File: config.mk
export PLATFORM = sky130hd
export DESIGN_NAME = tone_gate_ctrl
export DESIGN_NICKNAME = d
export VERILOG_FILES = /design/src/rtl/tone_gate_pkg.sv /design/src/rtl/tone_sync.sv /design/src/rtl/tone_div.sv /design/src/rtl/tone_activity.sv /design/src/rtl/tone_channel.sv /design/src/rtl/tone_gate_ctrl.sv
export SDC_FILE = /design/constraint.sdc
export NUM_CORES = 1
export LEC_CHECK = 0
export ABC_CLOCK_PERIOD_IN_PS = 5750
export BUFFER_PORTS_ARGS = -buffer_cell sky130_fd_sc_hd__buf_2
export CAP_MARGIN = 20
export CORE_UTILIZATION = 25
export DETAILED_ROUTE_END_ITERATION = 6
export GPL_ROUTABILITY_DRIVEN = 0
export MAX_ROUTING_LAYER = met4
export PLACE_DENSITY = 0.46
export SETUP_SLACK_MARGIN = 0.15
export SLEW_MARGIN = 20
export SYNTH_ARGS = -nofsm -noshare
export SYNTH_HDL_FRONTEND = slang
export SYNTH_SLANG_ARGS = --single-unit
File: constraint.sdc
create_clock -name clk_i -period 5.75 [get_ports clk_i]
set_input_delay 0.8625 -clock clk_i [delete_from_list [all_inputs] [get_ports clk_i]]
set_output_delay 0.8625 -clock clk_i [all_outputs]
set_load 0.01 [all_outputs]
File: src/rtl/tone_gate_pkg.sv
package tone_gate_pkg;

  typedef enum logic [1:0] {
    ACT_IDLE  = 2'd0,
    ACT_ONSET = 2'd1,
    ACT_OPEN  = 2'd2
  } act_state_e;

  // round(clk_hz * ns / 1e9)
  function automatic int unsigned ns_to_cycles(input longint unsigned clk_hz,
                                               input longint unsigned ns);
    longint unsigned v;
    v = (clk_hz * ns + 64'd500_000_000) / 64'd1_000_000_000;
    return 32'(v);
  endfunction

  // round(clk_hz / (2 * tone_hz))
  function automatic int unsigned half_period(input longint unsigned clk_hz,
                                              input longint unsigned tone_hz);
    longint unsigned v;
    v = (clk_hz + tone_hz) / (64'd2 * tone_hz);
    return 32'(v);
  endfunction

endpackage

File: src/rtl/tone_sync.sv
module tone_sync #(
  parameter int unsigned STAGES = 2
) (
  input  logic clk_i,
  input  logic rst_ni,
  input  logic d_i,
  output logic q_o
);

  logic [STAGES-1:0] chain_q;

  generate
    if (STAGES == 1) begin : g_single
      always_ff @(posedge clk_i or negedge rst_ni) begin
        if (!rst_ni) chain_q <= '0;
        else         chain_q <= d_i;
      end
    end else begin : g_multi
      always_ff @(posedge clk_i or negedge rst_ni) begin
        if (!rst_ni) chain_q <= '0;
        else         chain_q <= {chain_q[STAGES-2:0], d_i};
      end
    end
  endgenerate

  assign q_o = chain_q[STAGES-1];

endmodule

File: src/rtl/tone_div.sv
module tone_div #(
  parameter int unsigned HALF_CYC = 2841
) (
  input  logic clk_i,
  input  logic rst_ni,
  input  logic run_i,
  output logic sq_o
);

  localparam int unsigned CW = (HALF_CYC > 1) ? $clog2(HALF_CYC) : 1;
  localparam logic [CW-1:0] LAST = CW'(HALF_CYC - 1);

  logic [CW-1:0] cnt_q;
  logic          ph_q;

  // idle phase is high so a new run starts in phase
  always_ff @(posedge clk_i or negedge rst_ni) begin
    if (!rst_ni) begin
      cnt_q <= '0;
      ph_q  <= 1'b1;
    end else if (!run_i) begin
      cnt_q <= '0;
      ph_q  <= 1'b1;
    end else if (cnt_q == LAST) begin
      cnt_q <= '0;
      ph_q  <= ~ph_q;
    end else begin
      cnt_q <= cnt_q + 1'b1;
    end
  end

  assign sq_o = ph_q;

endmodule

File: src/rtl/tone_activity.sv
module tone_activity
  import tone_gate_pkg::*;
#(
  parameter int unsigned ONSET_CYC = 125,
  parameter int unsigned HOLD_CYC  = 7500
) (
  input  logic clk_i,
  input  logic rst_ni,
  input  logic en_i,
  input  logic clr_i,
  input  logic lvl_i,
  output logic gate_o
);

  localparam int unsigned OW = (ONSET_CYC > 1) ? $clog2(ONSET_CYC) : 1;
  localparam int unsigned HW = (HOLD_CYC > 1) ? $clog2(HOLD_CYC) : 1;
  localparam logic [OW-1:0] ON_LAST   = OW'(ONSET_CYC - 1);
  localparam logic [HW-1:0] HOLD_LAST = HW'(HOLD_CYC - 1);

  act_state_e    st_q, st_d;
  logic [OW-1:0] on_q, on_d;
  logic [HW-1:0] quiet_q, quiet_d;
  logic          lvl_q;
  logic          edge_w;

  always_ff @(posedge clk_i or negedge rst_ni) begin
    if (!rst_ni) lvl_q <= 1'b0;
    else         lvl_q <= lvl_i;
  end

  assign edge_w = lvl_i ^ lvl_q;

  always_comb begin
    st_d    = st_q;
    on_d    = on_q;
    quiet_d = quiet_q;
    if (clr_i || !en_i) begin
      st_d    = ACT_IDLE;
      on_d    = '0;
      quiet_d = '0;
    end else if (st_q == ACT_IDLE) begin
      if (edge_w) begin
        st_d    = ACT_ONSET;
        on_d    = '0;
        quiet_d = '0;
      end
    end else if (!edge_w && quiet_q == HOLD_LAST) begin
      // hold-off expired
      st_d    = ACT_IDLE;
      on_d    = '0;
      quiet_d = '0;
    end else begin
      quiet_d = edge_w ? '0 : quiet_q + 1'b1;
      if (st_q == ACT_ONSET) begin
        if (on_q == ON_LAST) st_d = ACT_OPEN;
        else                 on_d = on_q + 1'b1;
      end
    end
  end

  always_ff @(posedge clk_i or negedge rst_ni) begin
    if (!rst_ni) begin
      st_q    <= ACT_IDLE;
      on_q    <= '0;
      quiet_q <= '0;
    end else begin
      st_q    <= st_d;
      on_q    <= on_d;
      quiet_q <= quiet_d;
    end
  end

  assign gate_o = (st_q == ACT_OPEN);

endmodule

File: src/rtl/tone_channel.sv
module tone_channel #(
  parameter int unsigned ONSET_CYC   = 125,
  parameter int unsigned HOLD_CYC    = 7500,
  parameter int unsigned HALF_CYC    = 2841,
  parameter int unsigned SYNC_STAGES = 2
) (
  input  logic clk_i,
  input  logic rst_ni,
  input  logic ten_i,
  input  logic extm_i,
  input  logic dsq_i,
  output logic tone_o
);

  logic lvl_w, sq_w, gate_w, clr_w;
  logic extm_q, tone_q, tone_d;

  tone_sync #(.STAGES(SYNC_STAGES)) u_sync (
    .clk_i (clk_i),
    .rst_ni(rst_ni),
    .d_i   (dsq_i),
    .q_o   (lvl_w)
  );

  always_ff @(posedge clk_i or negedge rst_ni) begin
    if (!rst_ni) extm_q <= 1'b0;
    else         extm_q <= extm_i;
  end

  // mode change cancels any pending gate
  assign clr_w = ~ten_i | (extm_i ^ extm_q);

  tone_activity #(.ONSET_CYC(ONSET_CYC), .HOLD_CYC(HOLD_CYC)) u_act (
    .clk_i (clk_i),
    .rst_ni(rst_ni),
    .en_i  (ten_i & extm_i),
    .clr_i (clr_w),
    .lvl_i (lvl_w),
    .gate_o(gate_w)
  );

  tone_div #(.HALF_CYC(HALF_CYC)) u_div (
    .clk_i (clk_i),
    .rst_ni(rst_ni),
    .run_i (ten_i & ~extm_i & lvl_w),
    .sq_o  (sq_w)
  );

  assign tone_d = ten_i & (extm_i ? (gate_w & lvl_w) : (lvl_w & sq_w));

  always_ff @(posedge clk_i or negedge rst_ni) begin
    if (!rst_ni) tone_q <= 1'b0;
    else         tone_q <= tone_d;
  end

  assign tone_o = tone_q;

endmodule

File: src/rtl/tone_gate_ctrl.sv
module tone_gate_ctrl
  import tone_gate_pkg::*;
#(
  parameter int unsigned NUM_CH      = 2,
  parameter int unsigned CLK_HZ      = 125_000_000,
  parameter int unsigned TONE_HZ     = 22_000,
  parameter int unsigned ONSET_NS    = 1_000,
  parameter int unsigned HOLD_NS     = 60_000,
  parameter int unsigned SYNC_STAGES = 2
) (
  input  logic              clk_i,
  input  logic              rst_ni,
  input  logic [NUM_CH-1:0] ten_i,
  input  logic [NUM_CH-1:0] extm_i,
  input  logic [NUM_CH-1:0] dsq_i,
  output logic [NUM_CH-1:0] tone_o
);

  localparam int unsigned ONSET_CYC = (ns_to_cycles(CLK_HZ, ONSET_NS) > 0) ?
                                      ns_to_cycles(CLK_HZ, ONSET_NS) : 1;
  localparam int unsigned HOLD_CYC  = (ns_to_cycles(CLK_HZ, HOLD_NS) > 0) ?
                                      ns_to_cycles(CLK_HZ, HOLD_NS) : 1;
  localparam int unsigned HALF_CYC  = (half_period(CLK_HZ, TONE_HZ) > 0) ?
                                      half_period(CLK_HZ, TONE_HZ) : 1;

  generate
    for (genvar c = 0; c < NUM_CH; c++) begin : g_ch
      tone_channel #(
        .ONSET_CYC  (ONSET_CYC),
        .HOLD_CYC   (HOLD_CYC),
        .HALF_CYC   (HALF_CYC),
        .SYNC_STAGES(SYNC_STAGES)
      ) u_ch (
        .clk_i (clk_i),
        .rst_ni(rst_ni),
        .ten_i (ten_i[c]),
        .extm_i(extm_i[c]),
        .dsq_i (dsq_i[c]),
        .tone_o(tone_o[c])
      );
    end
  endgenerate

endmodule

## Word-level counts from Yosys, hierarchy flattened

Cells that the tools add are included.

| operators by class | value |
|---|---|
| muxes and demuxes | 44 |
| reductions and logical operators | 18 |
| bitwise gates (word level) | 24 |
| add/subtract/negate cells | 6 |
| eq/ne operators | 16 |

Operators with widths:

| kind | count |
|---|---|
| 13-bit two-way mux | 10 |
| 7-bit two-way mux | 12 |
| 12-bit two-way mux | 4 |
| 13-bit by 1-bit adder with 13-bit output (second input constant) | 2 |
| 13-bit == test (second input constant) | 2 |
| 12-bit by 1-bit adder with 12-bit output (second input constant) | 2 |
| 12-bit == test (second input constant) | 2 |
| 2-bit two-way mux | 12 |
| 4-bit nonzero test | 4 |
| 7-bit by 1-bit adder with 7-bit output (second input constant) | 2 |
| 7-bit == test (second input constant) | 2 |
| 1-bit AND | 12 |
| 3-bit AND reduction | 4 |
| 4-bit != test (second input constant) | 2 |
| 1-bit two-way mux | 6 |
| 3-bit != test (second input constant) | 2 |
| 1-bit inverter | 6 |
| 2-bit by 1-bit == test with 1-bit output (second input constant) | 2 |
| 2-bit == test (second input constant) | 2 |
| 1-bit logical NOT | 4 |
| 2-bit logical NOT | 2 |
| 2-bit by 1-bit != test with 1-bit output (second input constant) | 2 |
| 1-bit bitwise XOR | 4 |
| 1-bit logical AND | 2 |
| 2 further kinds | 4 |

| word-level totals | value |
|---|---|
| bits in registers | 80 |
| input bits | 8 |
| output and inout port bits | 2 |
| logic and storage cells | 126 |

## Longest topological paths before layout

Gate-level depths: netlist of the first run.

| depth | value |
|---|---|
| depth after elaboration | 6 |
| depth in mapped cells | 8 |
| depth with buffers taken out | 7 |

## By module

A second synthesis of the first run with hierarchy kept.

| unflattened totals | value |
|---|---|
| cells, all modules | 484 |
| area, all modules | 4,647.0 sq um |

Modules (own cells, without submodules):

| module | instances | area an instance (sq um) | sequential area each (sq um) | cells each |
|---|---|---|---|---|
| tone_activity | 2 | 1,507.7 | 575.6 | 165 |
| tone_div | 2 | 674.4 | 326.6 | 66 |
| tone_channel | 2 | 91.3 | 50.0 | 9 |
| tone_sync | 2 | 50.0 | 50.0 | 2 |

## Least setup slack after synthesis of the first run

OpenSTA, ideal clock, no wires.

| path | value |
|---|---|
| path type | input-to-reg |
| start point | in ten_i[1] |
| end point | reg g_ch[1].u_ch.u_act.quiet_q[12] |
| setup time | 0.069 ns |
| required time | 5.681 ns |
| stages on the path | 6 |
| slack | 3.582 ns |
| data arrival time | 2.099 ns |
| buffers on the path | 1 |
| cells stage by stage | and3_1 buf_2 nand3b_4 or2_4 or4_1 nand3_1 |

| on the way | value |
|---|---|
| longest elaborated chain between the ends | 4 |
| elaborated cells between the ends (all ways) | 7 |
| classes of those cells | eq/ne: 1; mux: 1; bitwise: 3; reduce/logical: 2 |

RTL lines:

| element | RTL line | RTL |
|---|---|---|
| start: declaration | tone_gate_ctrl.sv:13 | `input logic [NUM_CH-1:0] ten_i,` |
| 1-bit AND / 1-bit inverter (equally long branches) | tone_channel.sv:36, tone_channel.sv:31 |  |
| 1-bit logical NOT / 1-bit OR (equally long branches) | tone_activity.sv:37, tone_channel.sv:31 |  |
| 1-bit logical OR (*) | tone_activity.sv:37 | `if (clr_i \|\| !en_i) begin` |
| 3-bit != test (no source line) / 13-bit two-way mux (equally long branches) | -- |  |
| end signal: assignment | tone_activity.sv:69 | `quiet_q <= quiet_d;` |
| end: declaration | tone_activity.sv:22 | `logic [HW-1:0] quiet_q, quiet_d;` |

Mark *: on every way between the ends. The rest lies on a longest branch, timed or not.
A chain may end at the register's enable or synchronous reset.

## Worst setup path after layout of the first run

| path | value |
|---|---|
| start point | reg g_ch[1].u_ch.u_act.quiet_q[0] |
| end point | reg g_ch[1].u_ch.u_act.quiet_q[5] |

| on the way | value |
|---|---|
| longest elaborated chain between the ends | 5 |
| elaborated cells between the ends (all ways) | 7 |
| classes of those cells | add/sub: 1; eq/ne: 1; mux: 4; reduce/logical: 1 |

RTL lines:

| element | RTL line | RTL |
|---|---|---|
| 13-bit by 1-bit adder with 13-bit output / 13-bit == test (equally long branches) | tone_activity.sv:53, tone_activity.sv:47 |  |
| 13-bit two-way mux / 1-bit logical AND (equally long branches) | tone_activity.sv:53, tone_activity.sv:47 |  |
| 13-bit two-way mux (*) | tone_activity.sv:47 | `end else if (!edge_w && quiet_q == HOLD_LAST) begin` |
| 13-bit two-way mux (*) | tone_activity.sv:41 | `end else if (st_q == ACT_IDLE) begin` |
| 13-bit two-way mux (*) | tone_activity.sv:37 |  |

Marks and branches as above.

==> results of run 1 <==
## power by group
part | internal, mW | switching, mW
Combinational | 0.00920 | 0.0273
Sequential | 0.568 | 0.00336
Clock | 0.360 | 0.231
## logic make-up after synthesis
group,after synthesis
xor gates and xnor gates,32
adders and majority gates,10
muxes,1
AOI/OAI and AO/OA,75
buffers and inverters,29
and+or+nand+nor,214
DFF,80
## area by class of cell
type / instances / area (um^2) / share of cell area
sequential: 80 / 2000 / 0.428
multi-input combinational: 332 / 1990 / 0.426
tap: 216 / 270 / 0.0578
inverter: 14 / 52.6 / 0.0112
clock buffer: 12 / 256 / 0.0548
clock inverter: 4 / 52.6 / 0.0112
timing repair buffer: 9 / 51.3 / 0.0110
## routing by layer
layer | track usage | wire length [um]
met5 | - | 0
met4 | 0.0609 | 208
met3 | 0.0208 | 170
met2 | 0.172 | 3970
met1 | 0.138 | 4060
## synth_stat cells, drive strengths merged, types with 2 or more instances
| library cell | number | area share |
|---|---|---|
| dfrtp | 78 | 0.47 |
| nor2 | 57 | 0.052 |
| nand2 | 44 | 0.040 |
| nand3 | 32 | 0.039 |
| o21ai | 23 | 0.028 |
| xor2 | 20 | 0.042 |
| a21oi | 18 | 0.022 |
| nand4 | 17 | 0.026 |
| inv | 14 | 0.013 |
| and3 | 13 | 0.020 |
| xnor2 | 12 | 0.027 |
| nor3 | 11 | 0.013 |
| ha | 10 | 0.030 |
| a31oi | 9 | 0.015 |
| buf | 9 | 0.018 |
| nor4 | 7 | 0.011 |
| clkbuf | 6 | 0.0054 |
| o31ai | 5 | 0.0091 |
| and2 | 4 | 0.0060 |
| and4 | 4 | 0.0084 |
| or3 | 4 | 0.0066 |
| a32oi | 3 | 0.0063 |
| nand2b | 3 | 0.0045 |
| nand3b | 3 | 0.0084 |
| or2 | 3 | 0.0051 |
| a22o | 2 | 0.0042 |
| a41oi | 2 | 0.0042 |
| and4b | 2 | 0.0048 |
| and4bb | 2 | 0.0060 |
| dfstp | 2 | 0.013 |
| nor3b | 2 | 0.0036 |
| nor4bb | 2 | 0.0048 |
| o22ai | 2 | 0.0030 |
| o41ai | 2 | 0.0042 |
| or4 | 2 | 0.0036 |
## flip-flops by register name (all words and copies together) (netlist names)
register,cells
g_ch.u_ch.u_div.sq_o,2
g_ch.u_ch.tone_o,2
g_ch.u_ch.u_sync.chain_q,4
g_ch.u_ch.u_act.st_q,4
g_ch.u_ch.u_act.on_q,14
g_ch.u_ch.u_act.quiet_q,26
g_ch.u_ch.extm_q,2
g_ch.u_ch.u_act.lvl_q,2
g_ch.u_ch.u_div.cnt_q,24
## per-stage QoR
stage | power (mW) | utilization | setup slack [ps] | cell area [um^2] | std cells
final | 1.20 | 0.291 | 3430 | 4680 | 667
after global routing | 1.24 | 0.291 | 3230 | 4680 | 667
after CTS | 1.22 | 0.291 | 3430 | 4680 | 667
after detailed placement | 0.620 | 0.272 | 3170 | 4370 | 651
after global placement | 0.619 | 0.272 | 3240 | 4370 | 651
after floorplan | 0.600 | - | 3580 | 4150 | 441
## worst paths after layout
path / end / slack, ps / cells after the start
setup reg to reg: g_ch[1].u_ch.u_act.quiet_q[5]$_DFFE_PN0P_ / 3430 / 6
max in group asynchronous: g_ch[1].u_ch.u_act.lvl_q$_DFF_PN0_ / 4690 / 1
min in group asynchronous: g_ch[0].u_ch.u_div.cnt_q[0]$_DFF_PN0_ / 550 / 1
hold reg to reg: g_ch[1].u_ch.u_sync.chain_q[1]$_DFF_PN0_ / 350 / 0
setup / recovery: g_ch[1].u_ch.u_act.quiet_q[5]$_DFFE_PN0P_ / 3430 / 6
hold / removal: g_ch[1].u_ch.u_sync.chain_q[1]$_DFF_PN0_ / 350 / 0
==> summary.json, run 1 <==
{
  "cpPeakStageDelay": {"value": 600, "unit": "ps"},
  "timing.final.crit_share": {"value": 0.404},
  "compound_gate_portion_of_the_synthesized_area": {"value": 0.113},
  "diodes": {"value": 0},
  "final_setup_fails": {"value": 0},
  "reg_to_reg_start": {"value": "g_ch[1].u_ch.u_act.quiet_q[0]$_DFFE_PN0P_"},
  "numCtsBuffers": {"value": 9},
  "portBuffers": {"value": 9},
  "number_of_antenna_violations_at_the_first_check_in_global_routing": {"value": 0},
  "timing.max_slew.rel_slack": {"value": 0.503},
  "layout-area-overhead-vs-synth": {"value": 12.9, "unit": "%"},
  "rsz0062_at_grt": {"value": "false"},
  "fin_nets": {"value": 464},
  "detailedRoute.firstPassIterationCount": {"value": 4},
  "post_synthesis_adder_cell_area_fraction": {"value": 0.0302},
  "status": {"value": "finished, final reports clean"},
  "cts_resized": {"value": 0},
  "synthesis.area": {"value": 0.00415, "unit": "mm^2"},
  "timing.hold.ws": {"value": 346, "unit": "ps"},
  "core_area": {"value": 0.0161, "unit": "mm^2"},
  "launch_point_of_the_worst_path": {"value": "g_ch[1].u_ch.u_act.quiet_q[0]$_DFFE_PN0P_"},
  "rows": {"value": 46},
  "vdd_ir_drop_max": {"value": 0.132, "unit": "mV"},
  "final_cell_mix": {"value": "78 x dfrtp_1, 57 x nor2_1, 44 x nand2_1"},
  "final_max_slew_viol_count": {"value": 0},
  "edff_count_synth": {"value": 0},
  "tritoncts_clock_tree": {"value": "yes"},
  "worstSetupEndpointType": {"value": "flop"},
  "dpl.hpwl": {"value": 5.68, "unit": "mm"},
  "tightestPinTransition": {"value": 743, "unit": "ps"},
  "synthXorXnorAreaFrac": {"value": 0.0694},
  "netlist_instances": {"value": 441},
  "cts.repair_timing.setup_buffer_count": {"value": 0},
  "totalNegativeSetupSlack": {"value": 0, "unit": "ps"},
  "fp.dieW": {"value": 131, "unit": "um"},
  "drive_above_1_share": {"value": 0.0798},
  "postSynth.asyncResetShare": {"value": 1.00},
  "synth_warnings": {"value": 0},
  "period_needed": {"value": 2320, "unit": "ps"},
  "yosysUniqueCellTypes": {"value": 55},
  "wl_per_cell": {"value": 12.6, "unit": "um"},
  "fillerInstances": {"value": 1704},
  "synth_simple_gate_area_share": {"value": 0.265},
  "layout_commonest_cell": {"value": "dfrtp_1"},
  "crit_path_cell_trace": {"value": "ha_1, and4bb_1, and3_1, nor2_1, o21ai_0, a31oi_1"},
  "die_height": {"value": 131, "unit": "um"},
  "hp-class": {"value": "reg -> reg"},
  "dr_total_vias": {"value": 3202},
  "floorplan.initialDensity": {"value": 0.258},
  "ys_seq_elements": {"value": 80},
  "cp.required": {"value": 6010, "unit": "ps"},
  "clk_pin_slew": {"value": 70, "unit": "ps"},
  "largest_delay_share_family_worst_path": {"value": "simple AND/OR/NAND/NOR gates"},
  "most_frequently_used_flop_master_after_synthesis": {"value": "dfrtp_1"},
  "drt_iter0_drc": {"value": 174},
  "achievable_clock_frequency": {"value": 431, "unit": "MHz"},
  "largest_family_of_logic_cells_by_synthesized_area": {"value": "simple AND/OR/NAND/NOR gates"},
  "count_of_maximum_capacitance_violations": {"value": 0},
  "boundaryPins": {"value": 10},
  "synth-seq-area-share": {"value": 0.483},
  "grt_start_max_net_pins": {"value": 81},
  "postSynthNetCount": {"value": 459},
  "synth_mux_area_frac": {"value": 0.00241},
  "grt_usage": {"value": 0.111},
  "slowest_stage_cell_cp": {"value": "nor2_1"},
  "cts.hold.buffers_added": {"value": 0},
  "clock_h_tree_levels": {"value": 3},
  "worst_ep_arrival_time": {"value": 2580, "unit": "ps"},
  "worst_hold_startpoint": {"value": "g_ch[1].u_ch.u_sync.chain_q[0]$_DFF_PN0_"},
  "clk_path_buf_depth": {"value": 2},
  "via_per_inst": {"value": 4.80},
  "p_per_area": {"value": 256, "unit": "mW/mm^2"},
  "grt_pass1_wl": {"value": 14.4, "unit": "mm"},
  "clock-skew-final": {"value": 10.3, "unit": "ps"},
  "post_synth.cell_area_avg": {"value": 9.40, "unit": "um^2"},
  "route.detailed.drc": {"value": 0},
  "crit_path_start_kind": {"value": "flop"},
  "grt_pass1_vias": {"value": 3086},
  "finalHoldViolCount": {"value": 0},
  "cts.sink_count": {"value": 80},
  "ant_nets": {"value": 0},
  "critical_path.max_fanout": {"value": 12},
  "grt_overflow_total": {"value": 0},
  "critPathBufInv": {"value": 0},
  "total_leakage_power": {"value": 1.87, "unit": "nW"},
  "clk_root_buffer_cell": {"value": "clkbuf_16"},
  "setup.worst_path.class": {"value": "reg -> reg"},
  "design.die.area": {"value": 0.0171, "unit": "mm^2"},
  "wl": {"value": 8.40, "unit": "mm"},
  "worst_skew_pair.late_latency": {"value": 350, "unit": "ps"}
}
(Power assumes the default switching activity.)
==> run 2: changes to the inputs <==
--- a/config.mk
+++ b/config.mk
@@ -5,14 +5,14 @@
 export SDC_FILE = /design/constraint.sdc
 export NUM_CORES = 1
 export LEC_CHECK = 0
-export ABC_CLOCK_PERIOD_IN_PS = 5750
+export ABC_CLOCK_PERIOD_IN_PS = 1900
 export BUFFER_PORTS_ARGS = -buffer_cell sky130_fd_sc_hd__buf_2
 export CAP_MARGIN = 20
 export CORE_UTILIZATION = 25
 export DETAILED_ROUTE_END_ITERATION = 6
 export GPL_ROUTABILITY_DRIVEN = 0
 export MAX_ROUTING_LAYER = met4
-export PLACE_DENSITY = 0.46
+export PLACE_DENSITY = 0.47
 export SETUP_SLACK_MARGIN = 0.15
 export SLEW_MARGIN = 20
 export SYNTH_ARGS = -nofsm -noshare
==> constraint.sdc (replaced) <==
create_clock -name clk_i -period 1.9 [get_ports clk_i]
set_input_delay 0.285 -clock clk_i [delete_from_list [all_inputs] [get_ports clk_i]]
set_output_delay 0.285 -clock clk_i [all_outputs]
set_load 0.01 [all_outputs]
==> run 2 against run 1 <==
  * Sequential power rose to 3.0 times the previous value
  * Largest power group unchanged
  * Register-to-register slack got worse by 3300 ps
  * Clock power rose to 2.9 times the previous value
  * Fmax up 32%
  * Combinational power increased to 4.0 times the previous value
  * Final cell count up 6.1%
  * Count of clock-buffer cells in the layout fell by 1
  * Routed wire length increased by 8.5%
  * Via count is 6.0% higher
  * Sequential share of layout area down 3.8 points
==> summary.json, run 2 (synthesis gave the netlist of run 1 again) <==
{
  "hp-class": {"value": "in -> reg"},
  "power.sequential.fraction": {"value": 0.478},
  "reg_to_reg_start": {"value": "g_ch[1].u_ch.u_act.quiet_q[1]$_DFFE_PN0P_"},
  "finalHoldViolCount": {"value": 0},
  "maxUsedRoutingLayer": {"value": "met4"},
  "cp.required": {"value": 2190, "unit": "ps"},
  "tritoncts_clock_tree": {"value": "yes"},
  "fin_nets": {"value": 505},
  "via_per_inst": {"value": 4.79},
  "fillerInstances": {"value": 1663},
  "met1_length": {"value": 4.37, "unit": "mm"},
  "largest_reg_flops": {"value": 26},
  "count_of_maximum_capacitance_violations": {"value": 0},
  "period_needed": {"value": 1750, "unit": "ps"},
  "power.combinational.fraction": {"value": 0.040},
  "worstSetupEndpointType": {"value": "flop"},
  "grt_pass1_wl": {"value": 15.5, "unit": "mm"},
  "reg2reg_capture_point": {"value": "g_ch[1].u_ch.u_act.quiet_q[12]$_DFFE_PN0P_"},
  "timing.hold.ws": {"value": 43.3, "unit": "ps"},
  "number_of_antenna_violations_at_the_first_check_in_global_routing": {"value": 0},
  "worst_hold_startpoint": {"value": "dsq_i[1]"},
  "cts.sink_count": {"value": 80},
  "achievable_clock_frequency": {"value": 570, "unit": "MHz"},
  "tightestPinTransition": {"value": 555, "unit": "ps"},
  "dpl.hpwl": {"value": 6.19, "unit": "mm"},
  "r2r_slack": {"value": 150, "unit": "ps"},
  "drt_iter0_drc": {"value": 117},
  "layout_commonest_cell": {"value": "dfrtp_1"},
  "detailedRoute.firstPassIterationCount": {"value": 4},
  "boundaryPins": {"value": 10},
  "critical_path.max_fanout": {"value": 5},
  "status": {"value": "finished, final reports clean"},
  "hold-path-cell-count": {"value": 1},
  "worst-r2r-cell-count": {"value": 6},
  "totalNegativeSetupSlack": {"value": 0, "unit": "ps"},
  "die_height": {"value": 131, "unit": "um"},
  "total_leakage_power": {"value": 2.11, "unit": "nW"},
  "timing.final.crit_share": {"value": 0.924},
  "wl_per_cell": {"value": 12.9, "unit": "um"},
  "final_cell_mix": {"value": "76 x dfrtp_1, 56 x nor2_1, 44 x nand2_1"},
  "drive_above_1_share": {"value": 0.207},
  "floorplan.initialDensity": {"value": 0.258},
  "power.internal": {"value": 2.82, "unit": "mW"},
  "worst_ep_arrival_time": {"value": 2040, "unit": "ps"},
  "switching_part_of_the_total": {"value": 0.221},
  "met3_length": {"value": 180, "unit": "um"},
  "fp.dieW": {"value": 131, "unit": "um"},
  "grt_usage": {"value": 0.120},
  "clock_h_tree_levels": {"value": 3},
  "ant_nets": {"value": 0},
  "grt_overflow_total": {"value": 0},
  "clk_root_buffer_cell": {"value": "clkbuf_16"},
  "worst_skew_pair.late_latency": {"value": 350, "unit": "ps"},
  "rsz0062_at_grt": {"value": "true"},
  "power_frac_clock": {"value": 0.482},
  "numCtsBuffers": {"value": 9},
  "timing.max_slew.rel_slack": {"value": 0.630},
  "grt_pass1_vias": {"value": 3288},
  "dr_total_vias": {"value": 3393},
  "rows": {"value": 46},
  "diodes": {"value": 0},
  "clock-skew-final": {"value": 6.68, "unit": "ps"},
  "p_per_area": {"value": 704, "unit": "mW/mm^2"},
  "final_max_slew_viol_count": {"value": 0},
  "reg_top3": {"value": "g_ch.u_ch.u_act.quiet_q (26), g_ch.u_ch.u_div.cnt_q (24), g_ch.u_ch.u_act.on_q (14)"},
  "setup.worst_path.class": {"value": "reg -> reg"},
  "route.detailed.drc": {"value": 0},
  "vdd_ir_drop_max": {"value": 0.354, "unit": "mV"},
  "clk_pin_slew": {"value": 60, "unit": "ps"},
  "final_setup_fails": {"value": 0},
  "net-switching-power": {"value": 798, "unit": "uW"},
  "layout-area-overhead-vs-synth": {"value": 23.9, "unit": "%"},
  "clk_path_buf_depth": {"value": 2},
  "hold_end": {"value": "g_ch[1].u_ch.u_sync.chain_q[0]$_DFF_PN0_"},
  "grt_start_max_net_pins": {"value": 41},
  "core_area": {"value": 0.0161, "unit": "mm^2"},
  "wl": {"value": 9.12, "unit": "mm"},
  "crit_path_start_kind": {"value": "flop"},
  "design.die.area": {"value": 0.0171, "unit": "mm^2"},
  "portBuffers": {"value": 9},
  "met2WireLength": {"value": 4.40, "unit": "mm"},
  "largest-register": {"value": "g_ch.u_ch.u_act.quiet_q"}
}
-- run 2: cell types whose count changed in the layout (fill, tap and decap cells not counted), sizes merged --
cell	previous run	this run
dlygate4sd3	0	1
clkinv	0	3
clkinvlp	3	1
clkbuf	12	11
buf	9	48
and4	4	5
-- run 2: power groups by stage --
| stage | logic (mW) | registers, mW | clock network, mW |
|---|---|---|---|
| 6_report | 0.145 | 1.73 | 1.74 |
| 5_1_grt | 0.165 | 1.73 | 1.88 |
| 2_1_floorplan | 0.0585 | 1.76 | 0 |
| 3_3_place_gp | 0.137 | 1.76 | 0 |
| 4_1_cts | 0.142 | 1.73 | 1.81 |
| 3_5_place_dp | 0.137 | 1.76 | 0 |
-- run 2: timing repair --
| action | in CTS | in global routing |
|---|---|---|
| endpoints found under the hold margin | 36 | 0 |
| pin swaps | 1 | 7 |
| gates resized for setup | 3 | 26 |
| cloned | 0 | 2 |
| endpoints found under the setup margin | 11 | 19 |
| hold buffers | 1 | 0 |
| buffers inserted | 2 | 4 |
-- run 2: metal layers --
layer,vias up,GRT usage
li1,1678,-
met1,1671,0.150
met2,32,0.185
met3,12,0.0248
met4,0,0.0561
met5,-,-
-- run 2: area by class of cell --
cell class | instances | area [um^2] | area share
Multi-Input combinational cell | 333 | 2140 | 0.417
Sequential cell | 80 | 2010 | 0.391
Timing Repair Buffer | 49 | 368 | 0.0716
Tap cell | 216 | 270 | 0.0526
Clock buffer | 11 | 243 | 0.0472
Clock inverter | 5 | 56.3 | 0.0110
Inverter | 14 | 52.6 | 0.0102
-- run 2: how the worst max path moves through the flow --
stage | start | end | slack [ps] | cells past startpoint
floorplan | g_ch[1].u_ch.u_act.quiet_q[1]$_DFFE_PN0P_ | g_ch[1].u_ch.u_act.quiet_q[12]$_DFFE_PN0P_ | 50 | 7
global placement | g_ch[0].u_ch.u_act.quiet_q[7]$_DFFE_PN0P_ | g_ch[0].u_ch.u_act.on_q[0]$_DFFE_PN0P_ | 100 | 5
detailed placement | g_ch[0].u_ch.u_act.quiet_q[7]$_DFFE_PN0P_ | g_ch[0].u_ch.u_act.on_q[0]$_DFFE_PN0P_ | 80 | 5
CTS | g_ch[0].u_ch.u_act.quiet_q[7]$_DFFE_PN0P_ | g_ch[0].u_ch.u_act.on_q[0]$_DFFE_PN0P_ | 130 | 5
global route | g_ch[1].u_ch.u_act.lvl_q$_DFF_PN0_ | g_ch[1].u_ch.u_act.on_q[3]$_DFFE_PN0P_ | 60 | 6
finish | g_ch[1].u_ch.u_act.quiet_q[1]$_DFFE_PN0P_ | g_ch[1].u_ch.u_act.quiet_q[12]$_DFFE_PN0P_ | 150 | 6
-- run 2: worst max-delay path, cell delays in order, from the launching register on --
cell      delay [ps]
dfrtp_1          390
ha_2             190
and4bb_1         200
and3_4           170
or2_4            270
or4_4            420
nand3_2           70
-- run 2: stage by stage --
step	worst slack (ps)	cells	total power [mW]	utilization	area [um^2]
final	145	708	3.62	0.320	5140
after global routing	60.4	708	3.77	0.320	5140
after CTS	126	702	3.68	0.310	4980
after detailed placement	81.3	683	1.90	0.289	4640
after global placement	101	683	1.90	0.289	4640
after floorplan	52.3	441	1.82	-	4170
==> run 3: changes to the inputs <==
--- a/config.mk
+++ b/config.mk
@@ -5,7 +5,7 @@
 export SDC_FILE = /design/constraint.sdc
 export NUM_CORES = 1
 export LEC_CHECK = 0
-export ABC_CLOCK_PERIOD_IN_PS = 1900
+export ABC_CLOCK_PERIOD_IN_PS = 1500
 export BUFFER_PORTS_ARGS = -buffer_cell sky130_fd_sc_hd__buf_2
 export CAP_MARGIN = 20
 export CORE_UTILIZATION = 25
==> constraint.sdc (replaced) <==
create_clock -name clk_i -period 1.5 [get_ports clk_i]
set_input_delay 0.225 -clock clk_i [delete_from_list [all_inputs] [get_ports clk_i]]
set_output_delay 0.225 -clock clk_i [all_outputs]
set_load 0.01 [all_outputs]
==> run 3 against run 2 <==
  * The run now ends with setup timing left
  * Routed wire length increased by 19%
  * Clock skew increased by 4.0 ps
  * Via count increased by 12%
  * Largest power group unchanged
==> summary.json, run 3 (synthesis gave the netlist of run 1 again) <==
{
  "status": {"value": "finished with violations"},
  "violations": {"value": "setup timing"},
  "cp.required": {"value": 1780, "unit": "ps"},
  "cts.sink_count": {"value": 80},
  "timing.max_slew.rel_slack": {"value": 0.698},
  "p_per_area": {"value": 717, "unit": "mW/mm^2"},
  "achievable_clock_frequency": {"value": 557, "unit": "MHz"},
  "critical_path_cell_count": {"value": 6},
  "die_height": {"value": 131, "unit": "um"},
  "dp.cells": {"value": 743},
  "floorplan.initialDensity": {"value": 0.258},
  "final_setup_fails": {"value": 36},
  "area_used_by_multi_input_combinational_logic": {"value": 0.00280, "unit": "mm^2"},
  "critPathBufInv": {"value": 0},
  "clk_path_buf_depth": {"value": 2},
  "power.internal": {"value": 3.62, "unit": "mW"},
  "reg2reg_capture_point": {"value": "g_ch[1].u_ch.u_act.quiet_q[12]$_DFFE_PN0P_"},
  "hp-class": {"value": "in -> reg"},
  "number_of_standard_cells_in_the_layout_taps_in_and_fillers_out": {"value": 799},
  "detailedRoute.firstPassIterationCount": {"value": 4},
  "grt_pass1_wl": {"value": 17.9, "unit": "mm"},
  "grt_usage": {"value": 0.135},
  "core_area": {"value": 0.0161, "unit": "mm^2"},
  "dr_total_vias": {"value": 3794},
  "worst_ep_arrival_time": {"value": 2070, "unit": "ps"},
  "worstSetupEndpointType": {"value": "flop"},
  "reg_to_reg_start": {"value": "g_ch[1].u_ch.u_act.quiet_q[0]$_DFFE_PN0P_"},
  "crit_path_cell_trace": {"value": "ha_4, and4bb_1, and3_4, or2_4, or4_4, nand3_2"},
  "drive_above_1_share": {"value": 0.513},
  "count_of_maximum_capacitance_violations": {"value": 0},
  "numCtsBuffers": {"value": 9},
  "portBuffers": {"value": 9},
  "clock-skew-final": {"value": 10.7, "unit": "ps"},
  "power_frac_clock": {"value": 0.474},
  "worst_skew_pair.late_latency": {"value": 340, "unit": "ps"},
  "rows": {"value": 46},
  "diodes": {"value": 0},
  "clock_h_tree_levels": {"value": 3},
  "crit_path_start_kind": {"value": "flop"},
  "worst-r2r-cell-count": {"value": 6},
  "largest_reg_flops": {"value": 26},
  "seq_area": {"value": 0.00201, "unit": "mm^2"},
  "layout_commonest_cell": {"value": "buf_4"},
  "largest-register": {"value": "g_ch.u_ch.u_act.quiet_q"},
  "finalHoldViolCount": {"value": 0},
  "r2r_slack": {"value": -300, "unit": "ps"},
  "total_leakage_power": {"value": 2.66, "unit": "nW"},
  "wl": {"value": 10.9, "unit": "mm"},
  "design.die.area": {"value": 0.0171, "unit": "mm^2"},
  "final_cell_mix": {"value": "98 x buf_4, 71 x dfrtp_1, 34 x nand2_1"},
  "worst_setup_path_endpoint": {"value": "g_ch[1].u_ch.u_act.quiet_q[12]$_DFFE_PN0P_"},
  "dpl.hpwl": {"value": 6.60, "unit": "mm"},
  "setup.worst_path.class": {"value": "reg -> reg"},
  "layout-area-overhead-vs-synth": {"value": 59.7, "unit": "%"},
  "reg_top3": {"value": "g_ch.u_ch.u_act.quiet_q (26), g_ch.u_ch.u_div.cnt_q (24), g_ch.u_ch.u_act.on_q (14)"},
  "wl_per_cell": {"value": 13.6, "unit": "um"},
  "number_of_antenna_violations_at_the_first_check_in_global_routing": {"value": 0},
  "clk_pin_slew": {"value": 70, "unit": "ps"},
  "ant_nets": {"value": 0},
  "via_per_inst": {"value": 4.75},
  "clk_root_buffer_cell": {"value": "clkbuf_16"},
  "tritoncts_clock_tree": {"value": "yes"},
  "largest_delay_share_family_worst_path": {"value": "simple AND/OR/NAND/NOR gates"},
  "timing.hold.ws": {"value": 129, "unit": "ps"},
  "setup_ws": {"value": -296, "unit": "ps"},
  "launch_point_of_the_worst_path": {"value": "g_ch[1].u_ch.u_act.quiet_q[0]$_DFFE_PN0P_"},
  "route.detailed.drc": {"value": 0},
  "hold-path-cell-count": {"value": 2},
  "totalNegativeSetupSlack": {"value": -4600, "unit": "ps"},
  "final_max_slew_viol_count": {"value": 0},
  "period_needed": {"value": 1800, "unit": "ps"},
  "fp.dieW": {"value": 131, "unit": "um"},
  "cpPeakStageDelay": {"value": 430, "unit": "ps"},
  "rsz0062_at_grt": {"value": "true"},
  "grt_start_max_net_pins": {"value": 81},
  "critical_path.max_fanout": {"value": 4},
  "net-switching-power": {"value": 1.13, "unit": "mW"},
  "slowest_stage_cell_cp": {"value": "or4_4"},
  "fin_nets": {"value": 596},
  "tightestPinTransition": {"value": 452, "unit": "ps"},
  "switching_part_of_the_total": {"value": 0.238},
  "drt_iter0_drc": {"value": 96},
  "power.combinational.fraction": {"value": 0.065},
  "boundaryPins": {"value": 10},
  "vdd_ir_drop_max": {"value": 0.544, "unit": "mV"},
  "grt_pass1_vias": {"value": 3852},
  "report.power.total": {"value": 4.75, "unit": "mW"},
  "power.sequential.fraction": {"value": 0.461},
  "fillerInstances": {"value": 1515},
  "grt_overflow_total": {"value": 0},
  "timing.final.crit_share": {"value": 1.20}
}
[run 3: how the worst min path moves through the flow]
| stage | slack, ps | end | from |
|---|---|---|---|
| 2_1_floorplan | -70 | g_ch[0].u_ch.extm_q$_DFF_PN0_ | rst_ni |
| 3_5_place_dp | 290 | g_ch[1].u_ch.u_act.quiet_q[10]$_DFFE_PN0P_ | rst_ni |
| 3_3_place_gp | 290 | g_ch[1].u_ch.u_act.quiet_q[8]$_DFFE_PN0P_ | rst_ni |
| 5_1_grt | 120 | g_ch[0].u_ch.extm_q$_DFF_PN0_ | extm_i[0] |
| 4_1_cts | 110 | g_ch[0].u_ch.extm_q$_DFF_PN0_ | extm_i[0] |
| 6_report | 130 | g_ch[0].u_ch.extm_q$_DFF_PN0_ | extm_i[0] |
[run 3: repair_timing]
item | in CTS | in global routing
endpoints found under the setup margin | 61 | 70
gates resized for setup | 96 | 94
pin swaps | 61 | 52
buffers inserted | 14 | 20
hold endpoints to repair | 80 | 0
hold buffers | 3 | 0
cloned | 2 | 1
[run 3: layer usage]
| layer | global-route usage | routed length [um] | up-vias |
|---|---|---|---|
| met3 | 0.0252 | 194 | 14 |
| met2 | 0.216 | 5260 | 36 |
| met1 | 0.173 | 5220 | 1889 |
| met5 | - | 0 | - |
| met4 | 0.0433 | 191 | 0 |
| li1 | - | - | 1855 |
[run 3: worst register-to-register path, cell delays in order, from the launching register on]
cell	delay, ps
dfrtp_1	410
ha_4	170
and4bb_1	210
and3_4	200
or2_4	280
or4_4	430
nand3_2	70
[run 3: final cells by class]
class	instances	area share
inverter	14	0.00794
clock buffer	9	0.0340
tap	216	0.0408
sequential	80	0.304
timing repair buffer	139	0.178
clock inverter	7	0.0121
multi-input combinational	334	0.423
[run 3: power groups by stage]
stage / clock network (mW) / logic [mW] / registers (mW)
2_1_floorplan: 0 / 0.0850 / 2.23
3_3_place_gp: 0 / 0.220 / 2.23
3_5_place_dp: 0 / 0.223 / 2.23
4_1_cts: 2.32 / 0.272 / 2.19
5_1_grt: 2.42 / 0.339 / 2.19
6_report: 2.25 / 0.308 / 2.19
[run 3: stage by stage]
| step | worst slack, ps | util | cell area, um^2 |
|---|---|---|---|
| 6_report | -296 | 0.412 | 6620 |
| 5_1_grt | -366 | 0.412 | 6620 |
| 4_1_cts | -246 | 0.376 | 6040 |
| 3_5_place_dp | -273 | 0.326 | 5240 |
| 3_3_place_gp | -257 | 0.326 | 5240 |
| 2_1_floorplan | -339 | - | 4310 |
